==> src/rtl/qspi_seq_pkg.sv <==
package qspi_seq_pkg;

  // Command-word field positions, decoded by the sequencer.
  localparam int INSTR_LSB = 0;
  localparam int IMODE_LSB = 8;
  localparam int AMODE_LSB = 10;
  localparam int DCYC_LSB  = 18;
  localparam int DMODE_LSB = 24;
  localparam int FMODE_LSB = 26;
  localparam logic [1:0] FMODE_READ = 2'b01;

  // The numeric order of the phases is the order they appear on the bus.
  typedef enum logic [2:0] {
    PH_IDLE  = 3'd0,
    PH_INSTR = 3'd1,
    PH_ADDR  = 3'd2,
    PH_DUMMY = 3'd3,
    PH_DATA  = 3'd4,
    PH_GUARD = 3'd5
  } phase_t;

  typedef enum logic [1:0] {DRV_OFF, DRV_ONE, DRV_QUAD} drive_t;

  // Strobes from the control to the datapath.
  typedef struct packed {
    logic   accept;
    logic   loadInstr;
    logic   loadAddr;
    logic   loadTx;
    logic   shift1;
    logic   shift4;
    logic   sampleIn;
    logic   pushRx;
    drive_t drive;
  } dp_ctl_t;

endpackage

==> src/rtl/qspi_fifo.sv <==
module qspi_fifo #(
  parameter int W     = 8,
  parameter int DEPTH = 4
) (
  input  logic         clk,
  input  logic         rstN,
  input  logic         push,
  input  logic [W-1:0] pushData,
  input  logic         pop,
  output logic [W-1:0] headData,
  output logic         full,
  output logic         empty
);
  localparam int AW = (DEPTH > 1) ? $clog2(DEPTH) : 1;
  localparam int CW = AW + 1;

  logic [W-1:0]  mem [DEPTH];
  logic [AW-1:0] wrPtr, rdPtr;
  logic [CW-1:0] count;

  assign full     = (count == CW'(DEPTH));
  assign empty    = (count == '0);
  assign headData = mem[rdPtr];

  wire doPush = push && !full;
  wire doPop  = pop && !empty;

  always_ff @(posedge clk) begin
    if (!rstN) begin
      wrPtr <= '0;
      rdPtr <= '0;
      count <= '0;
    end else begin
      if (doPush) begin
        mem[wrPtr] <= pushData;
        wrPtr <= (wrPtr == AW'(DEPTH - 1)) ? '0 : wrPtr + 1'b1;
      end
      if (doPop) rdPtr <= (rdPtr == AW'(DEPTH - 1)) ? '0 : rdPtr + 1'b1;
      if (doPush && !doPop) count <= count + 1'b1;
      else if (doPop && !doPush) count <= count - 1'b1;
    end
  end
endmodule

==> src/rtl/qspi_dp.sv <==
module qspi_dp
  import qspi_seq_pkg::*;
#(
  parameter int FIFO_DEPTH = 4
) (
  input  logic          clk,
  input  logic          rstN,
  input  dp_ctl_t       ctl,
  input  logic          sckIn,
  input  logic [7:0]    cmdInstr,
  input  logic [23:0]   cmdAddr,
  input  logic [7:0]    txData,
  input  logic          txPush,
  input  logic          rxPop,
  input  logic [3:0]    ioIn,
  output logic [3:0]    ioOut,
  output logic [3:0]    ioOe,
  output logic          txFull,
  output logic          txEmpty,
  output logic [7:0]    rxData,
  output logic          rxEmpty,
  output logic          rxFull
);
  logic [31:0] shiftReg;
  logic [23:0] addrReg;
  logic [3:0]  rxNib;
  logic [7:0]  txHead;

  qspi_fifo #(.W(8), .DEPTH(FIFO_DEPTH)) u_txFifo (
    .clk(clk), .rstN(rstN), .push(txPush), .pushData(txData),
    .pop(ctl.loadTx), .headData(txHead), .full(txFull), .empty(txEmpty)
  );

  qspi_fifo #(.W(8), .DEPTH(FIFO_DEPTH)) u_rxFifo (
    .clk(clk), .rstN(rstN), .push(ctl.pushRx), .pushData({rxNib, ioIn}),
    .pop(rxPop), .headData(rxData), .full(rxFull), .empty(rxEmpty)
  );

  always_ff @(posedge clk) begin
    if (!rstN) begin
      shiftReg <= '0;
      addrReg  <= '0;
      rxNib    <= '0;
    end else begin
      if (ctl.accept) addrReg <= cmdAddr;
      if (ctl.loadInstr)   shiftReg <= {cmdInstr, 24'h0};
      else if (ctl.loadAddr) shiftReg <= {(ctl.accept ? cmdAddr : addrReg), 8'h0};
      else if (ctl.loadTx) shiftReg <= {txHead, 24'h0};
      else if (ctl.shift1) shiftReg <= {shiftReg[30:0], 1'b0};
      else if (ctl.shift4) shiftReg <= {shiftReg[27:0], 4'h0};
      if (ctl.sampleIn) rxNib <= ioIn;
    end
  end

  // One lane per bit; lane 0 also carries single-line traffic.
  for (genvar lane = 0; lane < 4; lane++) begin : g_lane
    if (lane == 0) begin : g_lane0
      assign ioOut[lane] = (ctl.drive == DRV_ONE) ? shiftReg[31] : shiftReg[28];
      assign ioOe[lane]  = (ctl.drive != DRV_OFF);
    end else begin : g_laneN
      assign ioOut[lane] = (ctl.drive == DRV_QUAD) ? shiftReg[28 + lane] : 1'b0;
      assign ioOe[lane]  = (ctl.drive == DRV_QUAD);
    end
  end


  out_stable_chk: assert property (@(posedge clk) disable iff (!rstN)
    sckIn |-> $stable(ioOut));

  rx_overflow_chk: assert property (@(posedge clk) disable iff (!rstN)
    ctl.pushRx |-> !rxFull);
endmodule

==> src/rtl/qspi_ctrl.sv <==
module qspi_ctrl
  import qspi_seq_pkg::*;
#(
  parameter int LEN_W = 16,
  parameter int PRE_W = 8
) (
  input  logic             clk,
  input  logic             rstN,
  input  logic             cmdStart,
  input  logic [31:0]      cmdWord,
  input  logic [LEN_W-1:0] xferLen,
  input  logic [PRE_W-1:0] clkDiv,
  input  logic             txEmpty,
  input  logic             rxFull,
  input  logic             doneClr,
  output dp_ctl_t          ctl,
  output logic             sck,
  output logic             csN,
  output logic             busy,
  output logic             doneFlag
);
  localparam int RW = LEN_W + 2;
  localparam int DW = PRE_W + 1;

  phase_t           state;
  logic [31:0]      cmdR;
  logic [LEN_W-1:0] lenR;
  logic [RW-1:0]    remain;
  logic [DW-1:0]    divCnt;
  logic             sckR, needByte, doneR;

  function automatic logic [3:0] phaseEn(logic [31:0] w);
    return {w[DMODE_LSB +: 2] != 2'b00, w[DCYC_LSB +: 5] != 5'd0,
            w[AMODE_LSB +: 2] != 2'b00, w[IMODE_LSB +: 2] != 2'b00};
  endfunction

  // First enabled phase at or after index startIdx; PH_GUARD when none remain.
  function automatic phase_t pickFrom(int startIdx, logic [3:0] en);
    phase_t r = PH_GUARD;
    for (int i = 3; i >= 0; i--)
      if (i >= startIdx && en[i]) r = phase_t'(3'(i + 1));
    return r;
  endfunction

  function automatic logic [RW-1:0] phaseLen(phase_t p, logic [31:0] w, logic [LEN_W-1:0] n);
    case (p)
      PH_INSTR: return (w[IMODE_LSB +: 2] == 2'b01) ? RW'(8) : RW'(2);
      PH_ADDR:  return RW'(6);
      PH_DUMMY: return RW'(w[DCYC_LSB +: 5]);
      PH_DATA:  return {({1'b0, n} + 1'b1), 1'b0};
      default:  return '0;
    endcase
  endfunction

  logic [PRE_W-1:0] effDiv;
  logic [DW-1:0]    period, hiLen, loLen;
  assign effDiv = (clkDiv == '0) ? PRE_W'(1) : clkDiv;
  assign period = {1'b0, effDiv} + DW'(1);
  assign hiLen  = period >> 1;
  assign loLen  = period - hiLen;

  wire    active   = (state != PH_IDLE) && (state != PH_GUARD);
  wire    isRead   = (cmdR[FMODE_LSB +: 2] == FMODE_READ);
  wire    single   = (cmdR[IMODE_LSB +: 2] == 2'b01);
  wire    inData   = (state == PH_DATA);
  wire    canRise  = !(inData && (isRead ? rxFull : needByte));
  wire    riseNow  = active && !sckR && (divCnt == loLen - 1'b1) && canRise;
  wire    fallNow  = active && sckR && (divCnt == hiLen - 1'b1);
  wire    lastClk  = (remain == RW'(1));
  wire    accept   = (state == PH_IDLE) && cmdStart;
  phase_t firstPh, nextPh;
  assign firstPh = pickFrom(0, phaseEn(cmdWord));
  assign nextPh  = pickFrom(int'(state), phaseEn(cmdR));

  always_comb begin
    ctl = '0;
    ctl.accept    = accept;
    ctl.loadInstr = accept && (firstPh == PH_INSTR);
    ctl.loadAddr  = (accept && firstPh == PH_ADDR) || (fallNow && lastClk && nextPh == PH_ADDR);
    ctl.loadTx    = inData && !isRead && needByte && !txEmpty;
    ctl.shift1    = fallNow && !lastClk && state == PH_INSTR && single;
    ctl.shift4    = fallNow && !lastClk && ((state == PH_INSTR && !single) || state == PH_ADDR ||
                    (inData && !isRead && !remain[0]));
    ctl.sampleIn  = fallNow && inData && isRead;
    ctl.pushRx    = fallNow && inData && isRead && remain[0];
    case (state)
      PH_INSTR: ctl.drive = single ? DRV_ONE : DRV_QUAD;
      PH_ADDR:  ctl.drive = DRV_QUAD;
      PH_DATA:  ctl.drive = isRead ? DRV_OFF : DRV_QUAD;
      default:  ctl.drive = DRV_OFF;
    endcase
  end

  always_ff @(posedge clk) begin
    if (!rstN) begin
      state <= PH_IDLE; cmdR <= '0; lenR <= '0; remain <= '0;
      divCnt <= '0; sckR <= 1'b0; needByte <= 1'b0; doneR <= 1'b0;
    end else begin
      if (doneClr) doneR <= 1'b0;
      if (ctl.loadTx) needByte <= 1'b0;
      case (state)
        PH_IDLE: if (accept) begin
          cmdR   <= cmdWord;
          lenR   <= xferLen;
          state  <= firstPh;
          divCnt <= '0;
          remain <= phaseLen(firstPh, cmdWord, xferLen);
          needByte <= (firstPh == PH_DATA) && (cmdWord[FMODE_LSB +: 2] != FMODE_READ);
          if (firstPh == PH_GUARD) doneR <= 1'b1;
        end
        PH_GUARD: begin
          if (divCnt == period - 1'b1) begin
            state <= PH_IDLE; divCnt <= '0;
          end else divCnt <= divCnt + 1'b1;
        end
        default: begin
          if (riseNow) begin
            sckR <= 1'b1; divCnt <= '0;
          end else if (fallNow) begin
            sckR <= 1'b0; divCnt <= '0;
            if (lastClk) begin
              state  <= nextPh;
              remain <= phaseLen(nextPh, cmdR, lenR);
              needByte <= (nextPh == PH_DATA) && !isRead;
              if (nextPh == PH_GUARD) doneR <= 1'b1;
            end else begin
              remain <= remain - 1'b1;
              if (inData && !isRead && remain[0]) needByte <= 1'b1;
            end
          end else if (sckR || divCnt != loLen - 1'b1) divCnt <= divCnt + 1'b1;
        end
      endcase
    end
  end

  assign sck      = sckR;
  assign csN      = !active;
  assign busy     = (state != PH_IDLE);
  assign doneFlag = doneR;


  sck_idle_chk: assert property (@(posedge clk) disable iff (!rstN) csN |-> !sck);

  busy_cs_chk: assert property (@(posedge clk) disable iff (!rstN) !csN |-> busy);

  tx_stall_chk: assert property (@(posedge clk) disable iff (!rstN)
    (inData && !isRead && needByte && !sckR) |=> !sck);

  rx_stall_chk: assert property (@(posedge clk) disable iff (!rstN)
    (inData && isRead && rxFull && !sckR) |=> !sck);

  done_hold_chk: assert property (@(posedge clk) disable iff (!rstN)
    (doneFlag && !doneClr) |=> doneFlag);
endmodule

==> src/rtl/qspi_cmd_seq.sv <==
module qspi_cmd_seq
  import qspi_seq_pkg::*;
#(
  parameter int FIFO_DEPTH = 4,
  parameter int LEN_W      = 16,
  parameter int PRE_W      = 8
) (
  input  logic             clk,
  input  logic             rstN,
  input  logic             cmdStart,
  input  logic [31:0]      cmdWord,
  input  logic [23:0]      cmdAddr,
  input  logic [LEN_W-1:0] xferLen,
  input  logic [PRE_W-1:0] clkDiv,
  input  logic [7:0]       txData,
  input  logic             txPush,
  output logic             txFull,
  output logic [7:0]       rxData,
  input  logic             rxPop,
  output logic             rxEmpty,
  input  logic             doneClr,
  output logic             doneFlag,
  output logic             busy,
  output logic             csN,
  output logic             sck,
  output logic [3:0]       ioOut,
  output logic [3:0]       ioOe,
  input  logic [3:0]       ioIn
);
  dp_ctl_t ctl;
  logic    txEmpty, rxFull;

  qspi_ctrl #(.LEN_W(LEN_W), .PRE_W(PRE_W)) u_ctrl (
    .clk(clk), .rstN(rstN), .cmdStart(cmdStart), .cmdWord(cmdWord),
    .xferLen(xferLen), .clkDiv(clkDiv), .txEmpty(txEmpty), .rxFull(rxFull),
    .doneClr(doneClr), .ctl(ctl), .sck(sck), .csN(csN), .busy(busy),
    .doneFlag(doneFlag)
  );

  qspi_dp #(.FIFO_DEPTH(FIFO_DEPTH)) u_dp (
    .clk(clk), .rstN(rstN), .ctl(ctl), .sckIn(sck),
    .cmdInstr(cmdWord[INSTR_LSB +: 8]), .cmdAddr(cmdAddr),
    .txData(txData), .txPush(txPush), .rxPop(rxPop), .ioIn(ioIn),
    .ioOut(ioOut), .ioOe(ioOe), .txFull(txFull), .txEmpty(txEmpty),
    .rxData(rxData), .rxEmpty(rxEmpty), .rxFull(rxFull)
  );
endmodule

==> config.mk <==
export PLATFORM = sky130hd
export DESIGN_NAME = qspi_cmd_seq
export DESIGN_NICKNAME = d
export VERILOG_FILES = /design/src/rtl/qspi_seq_pkg.sv /design/src/rtl/qspi_fifo.sv /design/src/rtl/qspi_dp.sv /design/src/rtl/qspi_ctrl.sv /design/src/rtl/qspi_cmd_seq.sv
export SDC_FILE = /design/constraint.sdc
export NUM_CORES = 1
export LEC_CHECK = 0
export BUFFER_PORTS_ARGS = -buffer_cell sky130_fd_sc_hd__buf_2
export CAP_MARGIN = 20
export CORE_UTILIZATION = 61
export CTS_BUF_LIST = sky130_fd_sc_hd__clkbuf_8
export CTS_CLUSTER_SIZE = 10
export DETAILED_ROUTE_END_ITERATION = 7
export GPL_TIMING_DRIVEN = 0
export MAX_ROUTING_LAYER = met4
export PLACE_DENSITY = 0.82
export SETUP_SLACK_MARGIN = 0.02
export SLEW_MARGIN = 20
export SYNTH_ARGS = -nofsm -noshare
export SYNTH_HDL_FRONTEND = slang
export SYNTH_HIERARCHICAL = 1
export SYNTH_SLANG_ARGS = --single-unit
==> constraint.sdc <==
create_clock -name clk -period 5.8 [get_ports clk]
set_input_delay 0.58 -clock clk [delete_from_list [all_inputs] [get_ports clk]]
set_output_delay 0.58 -clock clk [all_outputs]
set_load 0.01 [all_outputs]
==> impl_metrics.ini <==
[outcome]
status = finished clean

[hold_path]
holdPathStages = 3
min_to = u_dp/shiftReg[29]
hold_class = primary input to flop
hold_start = cmdWord[5]

[grt]
busiest_layer = met2
grtUsageMet3_pct = 5.11
antenna_found_initial = 3
grt_use_met2_pct = 47.8
grt.total_usage_pct = 29.8
grt_max_degree = 23
grt_overflow = 0
grt_pass1_wl_mm = 42.4
grt.met1_usage_pct = 37.8
grt_pass1_vias = 8780

[drt]
firstDrtPassIters = 5
drtIter0Drc = 936
routed_wl_mm = 26.5
via_count = 9429
antenna_left = 0
wire_per_inst_um = 16.9
avgViaCountPerCell = 6.01
drcViolationCount = 0

[pwr]
p_sw_share_pct = 39.0
max-vdd-ir-drop_uv = 225
p_seq_share_pct = 40.4
internal_power_mw = 2.60
power_switching_mw = 1.66
combPwrFrac_pct = 36.6
power_density_nw_per_um2 = 343
leakage_nw = 4.81
p_clk_share_pct = 22.9

[die]
pin_count = 120
std_cell_rows = 49
die_h_um = 137
core_area_um2 = 17900
initial_utilization_pct = 62.2
dieArea_um2 = 18800
die_w_um = 137

[sta]
finalClockSkew_ns = 0.0172
rsz0062_at_grt = false
fmax_mhz = 196
hold_viol = 0
period_needed_ns = 5.10
hold_ws_ns = 0.289
finalSetupViolCount = 0
slew-limit-headroom_pct = 43.6
setup_tns_ns = 0
setup_ws_ns = 0.699
drv_slew = 0
period_share_pct = 87.9
worst_slew_pin_slew_ns = 0.838

[logic_synthesis]
synth_edf_count = 64
synth_fp_nets = 1336
yosysMostFrequentCell = dfxtp_1
synthFlopType = dfxtp_1
synth_cell_type_count = 80
netlist_area_um2 = 11100
yosys-top-cells-count = 132 x dfxtp_1, 131 x nand2_1, 85 x nor2_1
synth_area_leaders = dfxtp_1 24%, edfxtp_1 17%, mux2i_1 5.0%
synth-seq-cells = 196
syn_avg_cell_area_um2 = 9.28
yosysTopAreaCell = dfxtp_1
async_reset_ff_share_pct = 0
yosysTopAreaCellShare_pct = 23.7
synth_seq_area_share_pct = 41.0
synth-warning-count = 6
synthCells = 1200

[clock_network]
cts_root_buf = clkbuf_8
post-cts-setup-buffer-count = 0
path_clk_slew_ns = 0.12
htreeDepth = 4
clk_latency_ns = 0.49
cts_resized = 0
cts_buffers = 17
cts_tree = yes
postCtsHoldBufs = 0
clock_path_buffers = 2
cts.sinks = 196

[worst_setup_path]
reg2reg_depth = 12
cp_max_fo = 10
ff2ff_setup_slack_ns = 1.79
endpoint_kind = flop
r2r_start = u_ctrl/state[1]
setup.worst_path.start_class = primary input
critical_path_arrival_ns = 5.53
required_ns = 6.23
critical_path_class = primary input to flop
r2r-end = u_dp/shiftReg[20]

[final_layout]
syn_to_final_growth_pct = 11.4
seqCellArea_um2 = 4560
finalNonFillerCells = 1568
multi_input_area_um2 = 6080
nets = 1459
fillers = 1419
drive_gt1_share_pct = 15.6

[placement]
port_buffers = 104
gp_congestion = 0.966
hpwl_mm = 19.6
post-place-ws_ns = 0.207
dp.cells = 1533

[job]
cap_violations = 0
worst max path at each step:
| stage | end | depth (start not counted) | slack [ns] | startpoint |
|---|---|---|---|---|
| after floorplan | u_dp/u_rxFifo/count[2] | 22 | 1.04 | clkDiv[4] |
| after global placement | u_dp/shiftReg[20] | 18 | 0.27 | clkDiv[4] |
| after detailed placement | u_dp/shiftReg[20] | 18 | 0.21 | clkDiv[4] |
| after CTS | u_dp/shiftReg[20] | 18 | 0.73 | clkDiv[4] |
| after global routing | u_dp/shiftReg[20] | 18 | 0.38 | clkDiv[4] |
| final | u_dp/shiftReg[20] | 18 | 0.70 | clkDiv[4] |
sequential cells by signal, summed over array words and instances, names as in the netlist, named ones only:
register / count
u_dp/u_rxFifo/wrPtr: 2
u_dp/u_rxFifo/rdPtr: 2
u_ctrl/state: 3
u_dp/addrReg: 24
u_ctrl/needByte: 1
u_ctrl/sck: 1
u_ctrl/cmdR: 13
u_dp/u_txFifo/rdPtr: 2
u_dp/u_txFifo/mem: 32
u_dp/u_rxFifo/mem: 32
u_ctrl/divCnt: 9
u_dp/u_rxFifo/count: 3
u_dp/u_txFifo/count: 3
u_ctrl/lenR: 16
u_dp/rxNib: 4
u_dp/shiftReg: 24
u_dp/u_txFifo/wrPtr: 2
u_ctrl/doneFlag: 1
u_ctrl/remain: 18
worst max-delay path, cell delays in order:
cell and delay (ns):
buf_2 0.16, nor4_1 0.36, a21oi_1 0.24, ha_1 0.41
inv_1 0.08, ha_1 0.18, nand2_1 0.14, a311o_1 0.39
xnor2_1 0.13, a311oi_1 0.29, nand4_2 0.30, or3_4 0.51
o21ai_0 0.53, clkinv_1 0.49, clkbuf_1 0.32, o22ai_1 0.23
nor2_1 0.06, nor2_1 0.11
layout by cell type (no fill, tap or decap), types with 8 or more instances in the layout:
cell | Yosys | final
a211oi_1 | 13 | 13
a21oi_1 | 71 | 71
a22oi_1 | 8 | 8
and2_1 | 13 | 13
and3_1 | 20 | 20
buf_2 | 23 | 127
clkbuf_1 | 35 | 35
clkbuf_8 | 0 | 17
dfxtp_1 | 132 | 132
edfxtp_1 | 64 | 64
ha_1 | 36 | 36
inv_1 | 35 | 35
mux2i_1 | 56 | 56
mux4_2 | 16 | 16
nand2_1 | 131 | 131
nand2b_1 | 8 | 8
nand3_1 | 31 | 31
nand4_1 | 17 | 17
nor2_1 | 85 | 85
nor2b_1 | 51 | 51
nor3_1 | 23 | 23
o21a_1 | 8 | 8
o21ai_0 | 77 | 77
o221ai_1 | 9 | 9
o22ai_1 | 13 | 13
or3_1 | 11 | 11
xnor2_1 | 59 | 59
xor2_1 | 25 | 25
kinds of logic after synthesis:
logic type / after synthesis / share of synthesized area, %
AOI/OAI and AO/OA: 262 / 15.1
muxes: 73 / 8.37
and+or+nand+nor: 437 / 20.1
buffers and inverters: 110 / 4.44
adders and majority gates: 38 / 4.40
xor gates and xnor gates: 84 / 6.60
DFF: 196 / 41.0
power by group through the flow:
| stage | sequential, mW | clock (mW) | combinational (mW) |
|---|---|---|---|
| after floorplan | 1.71 | 0 | 1.16 |
| after global placement | 1.74 | 0 | 1.50 |
| after detailed placement | 1.75 | 0 | 1.52 |
| after CTS | 1.72 | 0.996 | 1.53 |
| after global routing | 1.74 | 1.05 | 1.73 |
| final | 1.72 | 0.977 | 1.56 |
per-stage QoR:
stage	utilization (%)	power (mW)	instance area, um2
after floorplan	-	2.87	11100
after global placement	66.7	3.24	11900
after detailed placement	66.7	3.27	11900
after CTS	69.3	4.24	12400
after global routing	69.3	4.51	12400
final	69.3	4.26	12400
area by class of cell:
class	count	share of cell area, %
multi-input cells	894	49.0
flip-flops and latches	196	36.8
repair buffers	104	4.19
plain buffers	74	2.89
well taps	229	2.31
clock buffers	17	1.89
clock inverters	15	1.77
inverters	36	1.09
diodes	3	0.0605
metal layers:
metal / vias up / wire length [um]
li1: 4563 / -
met1: 4516 / 11700
met2: 293 / 12800
met3: 57 / 1320
met4: 0 / 638
met5: - / 0
(Power assumes the default switching activity.)
